**src/rtl/rxfc_pkg.sv**
```systemverilog
package rxfc_pkg;

    typedef enum logic [1:0] {
        RX_IDLE,
        RX_START,
        RX_DATA,
        RX_STOP
    } rx_state_t;

    typedef enum logic {
        RTS_ON,
        RTS_OFF
    } rts_state_t;

    localparam int unsigned LVL_A = 1;
    localparam int unsigned LVL_B = 4;
    localparam int unsigned LVL_C = 8;
    localparam int unsigned LVL_TOP = 14;

endpackage

```
**src/rtl/rxfc_deser.sv**
```systemverilog
module rxfc_deser
    import rxfc_pkg::*;
#(
    parameter int unsigned DW  = 8,
    parameter int unsigned OSR = 16
) (
    input  logic          clk,
    input  logic          rst_n,
    input  logic          rx_line,
    input  logic          tick,
    output logic          byte_vld,
    output logic [DW-1:0] byte_out,
    output logic          first_bit,
    output logic          busy
);
    localparam int unsigned CW  = $clog2(OSR);
    localparam int unsigned BW  = (DW > 1) ? $clog2(DW) : 1;
    localparam logic [CW-1:0] MID  = CW'(OSR / 2 - 1);
    localparam logic [CW-1:0] LAST = CW'(OSR - 1);
    localparam logic [BW-1:0] TOPB = BW'(DW - 1);

    rx_state_t     state, nxt;
    logic          rx_s;
    logic          rx_prev;
    logic [CW-1:0] tcnt;
    logic [BW-1:0] bidx;
    logic [DW-1:0] shreg;

    // next-state logic
    always_comb begin
        nxt = state;
        unique case (state)
            RX_IDLE:  if (tick && rx_prev && !rx_s) nxt = RX_START;
            RX_START: if (tick && tcnt == MID) nxt = rx_s ? RX_IDLE : RX_DATA;
            RX_DATA:  if (tick && tcnt == LAST && bidx == TOPB) nxt = RX_STOP;
            RX_STOP:  if (tick && tcnt == LAST) nxt = RX_IDLE;
            default:  nxt = RX_IDLE;
        endcase
    end

    // state register
    always_ff @(posedge clk) begin
        if (!rst_n) state <= RX_IDLE;
        else        state <= nxt;
    end

    // datapath and output pulses
    always_ff @(posedge clk) begin
        if (!rst_n) begin
            rx_s      <= 1'b1;
            rx_prev   <= 1'b1;
            tcnt      <= '0;
            bidx      <= '0;
            shreg     <= '0;
            byte_out  <= '0;
            byte_vld  <= 1'b0;
            first_bit <= 1'b0;
        end else begin
            rx_s      <= rx_line;
            byte_vld  <= 1'b0;
            first_bit <= 1'b0;
            if (tick) begin
                rx_prev <= rx_s;
                unique case (state)
                    RX_IDLE: begin
                        tcnt <= '0;
                        bidx <= '0;
                    end
                    RX_START: begin
                        tcnt <= (tcnt == MID) ? '0 : tcnt + 1'b1;
                    end
                    RX_DATA: begin
                        if (tcnt == LAST) begin
                            tcnt      <= '0;
                            shreg     <= {rx_s, shreg[DW-1:1]};
                            bidx      <= bidx + 1'b1;
                            first_bit <= (bidx == '0);
                        end else begin
                            tcnt <= tcnt + 1'b1;
                        end
                    end
                    RX_STOP: begin
                        if (tcnt == LAST) begin
                            tcnt     <= '0;
                            byte_vld <= 1'b1;
                            byte_out <= shreg;
                        end else begin
                            tcnt <= tcnt + 1'b1;
                        end
                    end
                    default: tcnt <= '0;
                endcase
            end
        end
    end

    always_comb busy = (state != RX_IDLE);

endmodule

```
**src/rtl/rxfc_fifo.sv**
```systemverilog
module rxfc_fifo #(
    parameter int unsigned DW    = 8,
    parameter int unsigned DEPTH = 16,
    localparam int unsigned AW   = $clog2(DEPTH),
    localparam int unsigned CNTW = $clog2(DEPTH + 1)
) (
    input  logic            clk,
    input  logic            rst_n,
    input  logic            push,
    input  logic [DW-1:0]   wdata,
    input  logic            pop,
    output logic [DW-1:0]   rdata,
    output logic [CNTW-1:0] count,
    output logic            full,
    output logic            ovr
);
    localparam logic [CNTW-1:0] DEPTH_C = CNTW'(DEPTH);
    localparam logic [AW-1:0]   LASTP   = AW'(DEPTH - 1);

    logic [DW-1:0] mem [DEPTH];
    logic [AW-1:0] wp, rp;
    logic          pop_ok, acc, drop;

    always_comb begin
        pop_ok = pop && (count != '0);
        acc    = push && ((count != DEPTH_C) || pop_ok);
        drop   = push && !acc;
        full   = (count == DEPTH_C);
        rdata  = mem[rp];
    end

    always_ff @(posedge clk) begin
        if (acc) mem[wp] <= wdata;
    end

    always_ff @(posedge clk) begin
        if (!rst_n) begin
            wp    <= '0;
            rp    <= '0;
            count <= '0;
            ovr   <= 1'b0;
        end else begin
            if (acc)    wp <= (wp == LASTP) ? '0 : wp + 1'b1;
            if (pop_ok) rp <= (rp == LASTP) ? '0 : rp + 1'b1;
            if (acc && !pop_ok)      count <= count + 1'b1;
            else if (!acc && pop_ok) count <= count - 1'b1;
            if (pop)       ovr <= 1'b0;
            else if (drop) ovr <= 1'b1;
        end
    end

endmodule

```
**src/rtl/rxfc_rts.sv**
```systemverilog
module rxfc_rts
    import rxfc_pkg::*;
#(
    parameter int unsigned DEPTH = 16,
    localparam int unsigned CNTW = $clog2(DEPTH + 1)
) (
    input  logic            clk,
    input  logic            rst_n,
    input  logic [1:0]      trig_sel,
    input  logic [CNTW-1:0] count,
    input  logic            busy,
    input  logic            first_bit,
    input  logic            rd_stb,
    output logic            rts_n
);
    localparam logic [CNTW-1:0] DEPTH_C = CNTW'(DEPTH);
    localparam logic [CNTW-1:0] NEAR_C  = CNTW'(DEPTH - 1);

    rts_state_t      state, nxt;
    logic [CNTW-1:0] lvl;
    logic [CNTW-1:0] free;
    logic            top;

    always_comb begin
        unique case (trig_sel)
            2'b00:   lvl = CNTW'(LVL_A);
            2'b01:   lvl = CNTW'(LVL_B);
            2'b10:   lvl = CNTW'(LVL_C);
            default: lvl = CNTW'(LVL_TOP);
        endcase
        top  = (trig_sel == 2'b11);
        free = DEPTH_C - count;
    end

    // next-state logic
    always_comb begin
        nxt = state;
        unique case (state)
            RTS_ON: begin
                if (top) begin
                    if ((first_bit && count == NEAR_C) ||
                        (count == DEPTH_C && !rd_stb))
                        nxt = RTS_OFF;
                end else if (count >= lvl) begin
                    nxt = RTS_OFF;
                end
            end
            RTS_OFF: begin
                if (top) begin
                    if ((rd_stb && count == DEPTH_C) || (free > 1) ||
                        (free >= 1 && !busy))
                        nxt = RTS_ON;
                end else if (count < lvl) begin
                    nxt = RTS_ON;
                end
            end
            default: nxt = RTS_ON;
        endcase
    end

    // state register
    always_ff @(posedge clk) begin
        if (!rst_n) state <= RTS_ON;
        else        state <= nxt;
    end

    // output decode
    always_comb rts_n = (state == RTS_OFF);

endmodule

```
**src/rtl/rx_flow_ctrl.sv**
```systemverilog
module rx_flow_ctrl #(
    parameter int unsigned DW    = 8,
    parameter int unsigned DEPTH = 16,
    parameter int unsigned OSR   = 16
) (
    input  logic          clk,
    input  logic          rst_n,
    input  logic          rx_line,
    input  logic          tick16,
    input  logic          rd_stb,
    input  logic [1:0]    trig_sel,
    output logic [DW-1:0] rd_data,
    output logic          data_rdy,
    output logic          ovr_flag,
    output logic          rts_n,
    output logic          fifo_full
);
    localparam int unsigned CNTW = $clog2(DEPTH + 1);

    logic            byte_vld;
    logic [DW-1:0]   byte_out;
    logic            first_bit;
    logic            busy;
    logic [CNTW-1:0] fill_cnt;

    rxfc_deser #(.DW(DW), .OSR(OSR)) u_deser (
        .clk       (clk),
        .rst_n     (rst_n),
        .rx_line   (rx_line),
        .tick      (tick16),
        .byte_vld  (byte_vld),
        .byte_out  (byte_out),
        .first_bit (first_bit),
        .busy      (busy)
    );

    rxfc_fifo #(.DW(DW), .DEPTH(DEPTH)) u_fifo (
        .clk   (clk),
        .rst_n (rst_n),
        .push  (byte_vld),
        .wdata (byte_out),
        .pop   (rd_stb),
        .rdata (rd_data),
        .count (fill_cnt),
        .full  (fifo_full),
        .ovr   (ovr_flag)
    );

    rxfc_rts #(.DEPTH(DEPTH)) u_rts (
        .clk       (clk),
        .rst_n     (rst_n),
        .trig_sel  (trig_sel),
        .count     (fill_cnt),
        .busy      (busy),
        .first_bit (first_bit),
        .rd_stb    (rd_stb),
        .rts_n     (rts_n)
    );

    always_comb data_rdy = (fill_cnt != '0);

endmodule

```
**config.mk**
```make
export PLATFORM = sky130hd
export DESIGN_NAME = rx_flow_ctrl
export DESIGN_NICKNAME = d
export VERILOG_FILES = /design/src/rtl/rxfc_pkg.sv /design/src/rtl/rxfc_deser.sv /design/src/rtl/rxfc_fifo.sv /design/src/rtl/rxfc_rts.sv /design/src/rtl/rx_flow_ctrl.sv
export SDC_FILE = /design/constraint.sdc
export NUM_CORES = 1
export LEC_CHECK = 0
export ABC_AREA = 1
export BUFFER_PORTS_ARGS = -buffer_cell sky130_fd_sc_hd__clkbuf_2
export CORE_MARGIN = 4
export CORE_UTILIZATION = 40
export CTS_CLUSTER_DIAMETER = 40
export DETAILED_ROUTE_END_ITERATION = 10
export PLACE_DENSITY = 0.52
export SKIP_LAST_GASP = 1
export SYNTH_ARGS = -nofsm -noshare
export SYNTH_HDL_FRONTEND = slang
export SYNTH_SLANG_ARGS = --single-unit
export TNS_END_PERCENT = 30
```
**constraint.sdc**
```tcl
create_clock -name clk -period 3.35 [get_ports clk]
set_input_delay 0.1675 -clock clk [delete_from_list [all_inputs] [get_ports clk]]
set_output_delay 0.1675 -clock clk [all_outputs]
set_load 0.05 [all_outputs]
```
==> impl_table.tex <==
\begin{tabular}{lr}
\hline
Metric & Value \\
\hline
\multicolumn{2}{l}{\textbf{Floorplanning}} \\
Total die area & 21,670 um2 \\
Vertical die dimension & 147.2 um \\
Placeable core area & 18,890 um2 \\
X dimension of the die & 147.2 um \\
Effective utilization at floorplan & 41.03\% \\
Number of placed I/O pins & 19 \\
Number of rows in the core area & 50 \\
\multicolumn{2}{l}{\textbf{Route}} \\
Vias after detailed routing & 5,114 \\
Average detailed-routed wire length per instance & 15.50 um \\
Routed via count divided by cell count & 4.894 \\
Violation count after the first detailed-route iteration & $\sim$300 \\
Number of nets still failing antenna checks after routing & 0 \\
Total wire length after detailed routing & between 15,000 and 20,000 um \\
Post-route DRC violation count & 0 \\
Number of optimization iterations in the first detailed-route pass & 5 \\
\multicolumn{2}{l}{\textbf{Placed design}} \\
Weighted congestion at the end of routability-driven global placement & 0.8722 \\
DP Wirelength & around 11,000 um \\
Count of port buffers added during placement & 18 \\
DP Cell Count & 1,011 \\
Worst-case setup slack after placement & about 0.40 ns \\
\multicolumn{2}{l}{\textbf{Timing}} \\
Relative slew slack & between 40 and 50\% \\
Final Hold Violating Endpoints & 0 \\
Worst Skew & approximately 0.0096 ns \\
Final Max Slew Viols & 0 \\
Final Worst Setup Slack & 0.4597 ns \\
Tmin final & 2.890 ns \\
Transition time of the tightest slew-check pin & between 0.8 and 0.9 ns \\
Total of endpoints with negative setup slack in the final report & 0 \\
Setup repair after global routing missed its margin & false \\
Post-route fraction of the period consumed by the critical path & 86.28\% \\
Timing-limited maximum frequency & approximately 350 MHz \\
Sum of negative setup slack & 0 ns \\
\multicolumn{2}{l}{\textbf{Synth}} \\
Total number of yosys warnings & 0 \\
Post-synth EDFFs & 128 \\
Post-synthesis async set-or-reset flop share & 0\% \\
Net count after synthesis & 786 \\
Post-synthesis register bit count & 176 \\
Most common flop cell mapped by yosys & edfxtp\_1 \\
Unique cell type count in the Yosys netlist & 38 \\
Mapped Avg Cell Area & approximately 10 um2 \\
Post-synthesis instance area & 7752 um2 \\
Synthesized instance count & 757 \\
Share of the yosys chip area belonging to registers & 61.98\% \\
\multicolumn{2}{l}{\textbf{Finish}} \\
Layout cells sized above 1 & 11.08\% \\
Non-filler cells in the finished layout & 1,045 \\
Final net count & 801 \\
ANT cells & 0 \\
Layout area overhead & 11.80\% \\
\multicolumn{2}{l}{\textbf{Setup path}} \\
Startpoint-to-endpoint class of the critical path & reg -> reg \\
Largest fanout of any net on the critical path & 8 \\
Element type at the critical path end & flop \\
WP data arrival & 3.18 ns \\
Required time of the critical path & 3.64 ns \\
Critical path startpoint category & flop \\
\multicolumn{2}{l}{\textbf{Clock network}} \\
Clock tree from TritonCTS & done \\
Cell at the root of the clock tree & clkbuf\_16 \\
Clock Tree Buf Depth & 2 \\
Clock tree sinks & around 180 \\
Clock latency of the later-clocked register in the worst-skew pair & 0.43 ns \\
Clock transition at the registers of the reported paths & about 0.070 ns \\
Number of buffers created by CTS & 17 \\
H-Tree Depth & 4 \\
\multicolumn{2}{l}{\textbf{GRT}} \\
Maximum number of pins on one net before global-route repair & 66 \\
Leftover overflow at the end of global routing & 0 \\
Overall Global Routing Usage & 15.60\% \\
Wire length of the first global-routing pass & 26,140 um \\
Number of antenna violations at the first check in global routing & 0 \\
Via count of the first global-routing pass & 4,947 \\
\multicolumn{2}{l}{\textbf{Status}} \\
Result of the run & finished clean \\
\multicolumn{2}{l}{\textbf{Min path}} \\
Worst min-delay path class & in -> reg \\
\multicolumn{2}{l}{\textbf{Pwr}} \\
Total chip power & roughly 6100 uW \\
VDD IR-drop max & 343.8 uV \\
Leakage component of the power & 0.003309 uW \\
Power Dens Cells & 707.8 nW/um2 \\
\multicolumn{2}{l}{\textbf{Run}} \\
Max-cap violations & 0 \\
\hline
\end{tabular}
==> cell usage in the layout (no fill, tap or decap), types with 3 or more instances in the layout <==
master / synthesis / layout
o211ai_1: 31 / 31
buf_4: 0 / 7
clkbuf_2: 0 / 18
inv_4: 0 / 3
nand3_1: 62 / 62
inv_2: 6 / 6
nand2_1: 101 / 101
clkinv_2: 0 / 3
ha_1: 21 / 21
a21oi_1: 50 / 50
nor3_1: 6 / 5
dfxtp_1: 48 / 45
nand2_2: 6 / 6
nor2_4: 3 / 3
edfxtp_1: 128 / 128
clkbuf_16: 0 / 19
o21ai_0: 60 / 60
inv_1: 106 / 106
nor2_1: 73 / 73
xor2_1: 3 / 3
inv_6: 0 / 4
==> synthesized netlist by cell type (2+ instances only) <==
| cell type | count | area share (%) |
|---|---|---|
| nor2_1 | 73 | 3.5 |
| o211ai_1 | 31 | 3.0 |
| nand2_1 | 101 | 4.9 |
| buf_6 | 5 | 0.73 |
| inv_2 | 6 | 0.29 |
| buf_2 | 17 | 1.1 |
| edfxtp_1 | 128 | 50 |
| inv_1 | 106 | 5.1 |
| nand3_1 | 62 | 4.0 |
| dfxtp_1 | 48 | 12 |
| xor2_1 | 3 | 0.34 |
| a21oi_1 | 50 | 3.2 |
| o21ai_0 | 60 | 3.9 |
| o211ai_2 | 2 | 0.32 |
| nor2_4 | 3 | 0.44 |
| clkbuf_1 | 9 | 0.44 |
| nor3_1 | 6 | 0.39 |
| nand2_2 | 6 | 0.48 |
| nand4_1 | 2 | 0.16 |
| ha_1 | 21 | 3.4 |
==> area by class of cell <==
cell class,instances,area [um2]
Clock inverter,13,92.59
Timing Repair Buffer,29,202.7
Fill cell,1810,10230
Clock buffer,19,475.5
Sequential cell,176,4811
Multi-Input combinational cell,435,2331
Tap cell,260,325.3
Inverter,113,429.2
==> worst max-delay path, stage by stage, from the launching register on <==
cell and delay, ns:
dfxtp_1 0.46, inv_1 0.09, ha_1 0.20, inv_1 0.08, nor3_2 0.05, ha_1 0.19, inv_1 0.08, nand2_2 0.10
nand2_1 0.08, nand2_2 0.08, inv_2 0.14, ha_1 0.21, inv_1 0.11, fa_1 0.42, inv_1 0.07, nor2_1 0.05
o21ai_0 0.14, nand2_1 0.07, nand2_1 0.06, a21oi_1 0.05
==> power by group <==
group	switching [uW]	total [uW]	internal (uW)	leakage, uW
clock network	841	1890	1050	0.000289
logic	1120	1660	543	0.00118
registers	204	2580	2380	0.00184
==> through the flow <==
step	util [%]	area [um2]	hold slack, ns
2_1_floorplan	-	7752	0.2460
3_3_place_gp	42.73	8073	0.3580
3_5_place_dp	42.73	8073	0.3616
4_1_cts	45.84	8661	0.1311
5_1_grt	45.87	8667	0.1811
6_report	45.87	8667	0.1504
==> sequential cells by signal, summed over array words and instances, names as in the netlist, 3 cells and up, named ones only <==
register and cells:
u_fifo.mem 128, u_deser.byte_out 8, u_deser.shreg 8, u_fifo.count 5, u_deser.tcnt 4, u_fifo.rp 4, u_fifo.wp 4, u_deser.bidx 3
==> routing by layer <==
metal / GRT usage, % / part of all wire [%] / vias to the layer above
met5: 0 / 0 / -
met4: 4.567 / 1.2 / 0
met3: 3.609 / 4.0 / 16
met2: 25.99 / 48 / 80
met1: 20.43 / 47 / 2423
li1: - / - / 2595
==> path summary, 6_finish.rpt <==
check	start	endpoint	slack (ns)	cells past startpoint
max reg2reg	u_fifo.count[1]	u_fifo.count[4]	0.46	19
max	u_fifo.count[1]	u_fifo.count[4]	0.46	19
min reg2reg	u_fifo.ovr	u_fifo.ovr	0.47	2
min	tick16	u_deser.tcnt[1]	0.15	2
==> cells by family after synthesis <==
kind of cell	after synthesis	synth area share, %
compound gates	148	10.89
xor+xnor	4	0.4520
simple gates	261	15.01
flops	176	61.98
fa+ha+maj	22	3.647
buf+inv	146	8.021
==> repair_timing <==
item,4_1_cts,5_1_grt
hold endpoints to repair,2,0
resized for setup,0,2
setup buffers,0,0
setup endpoints to repair,0,1
hold buffers,2,0
Power figures use the tool's default switching activity.
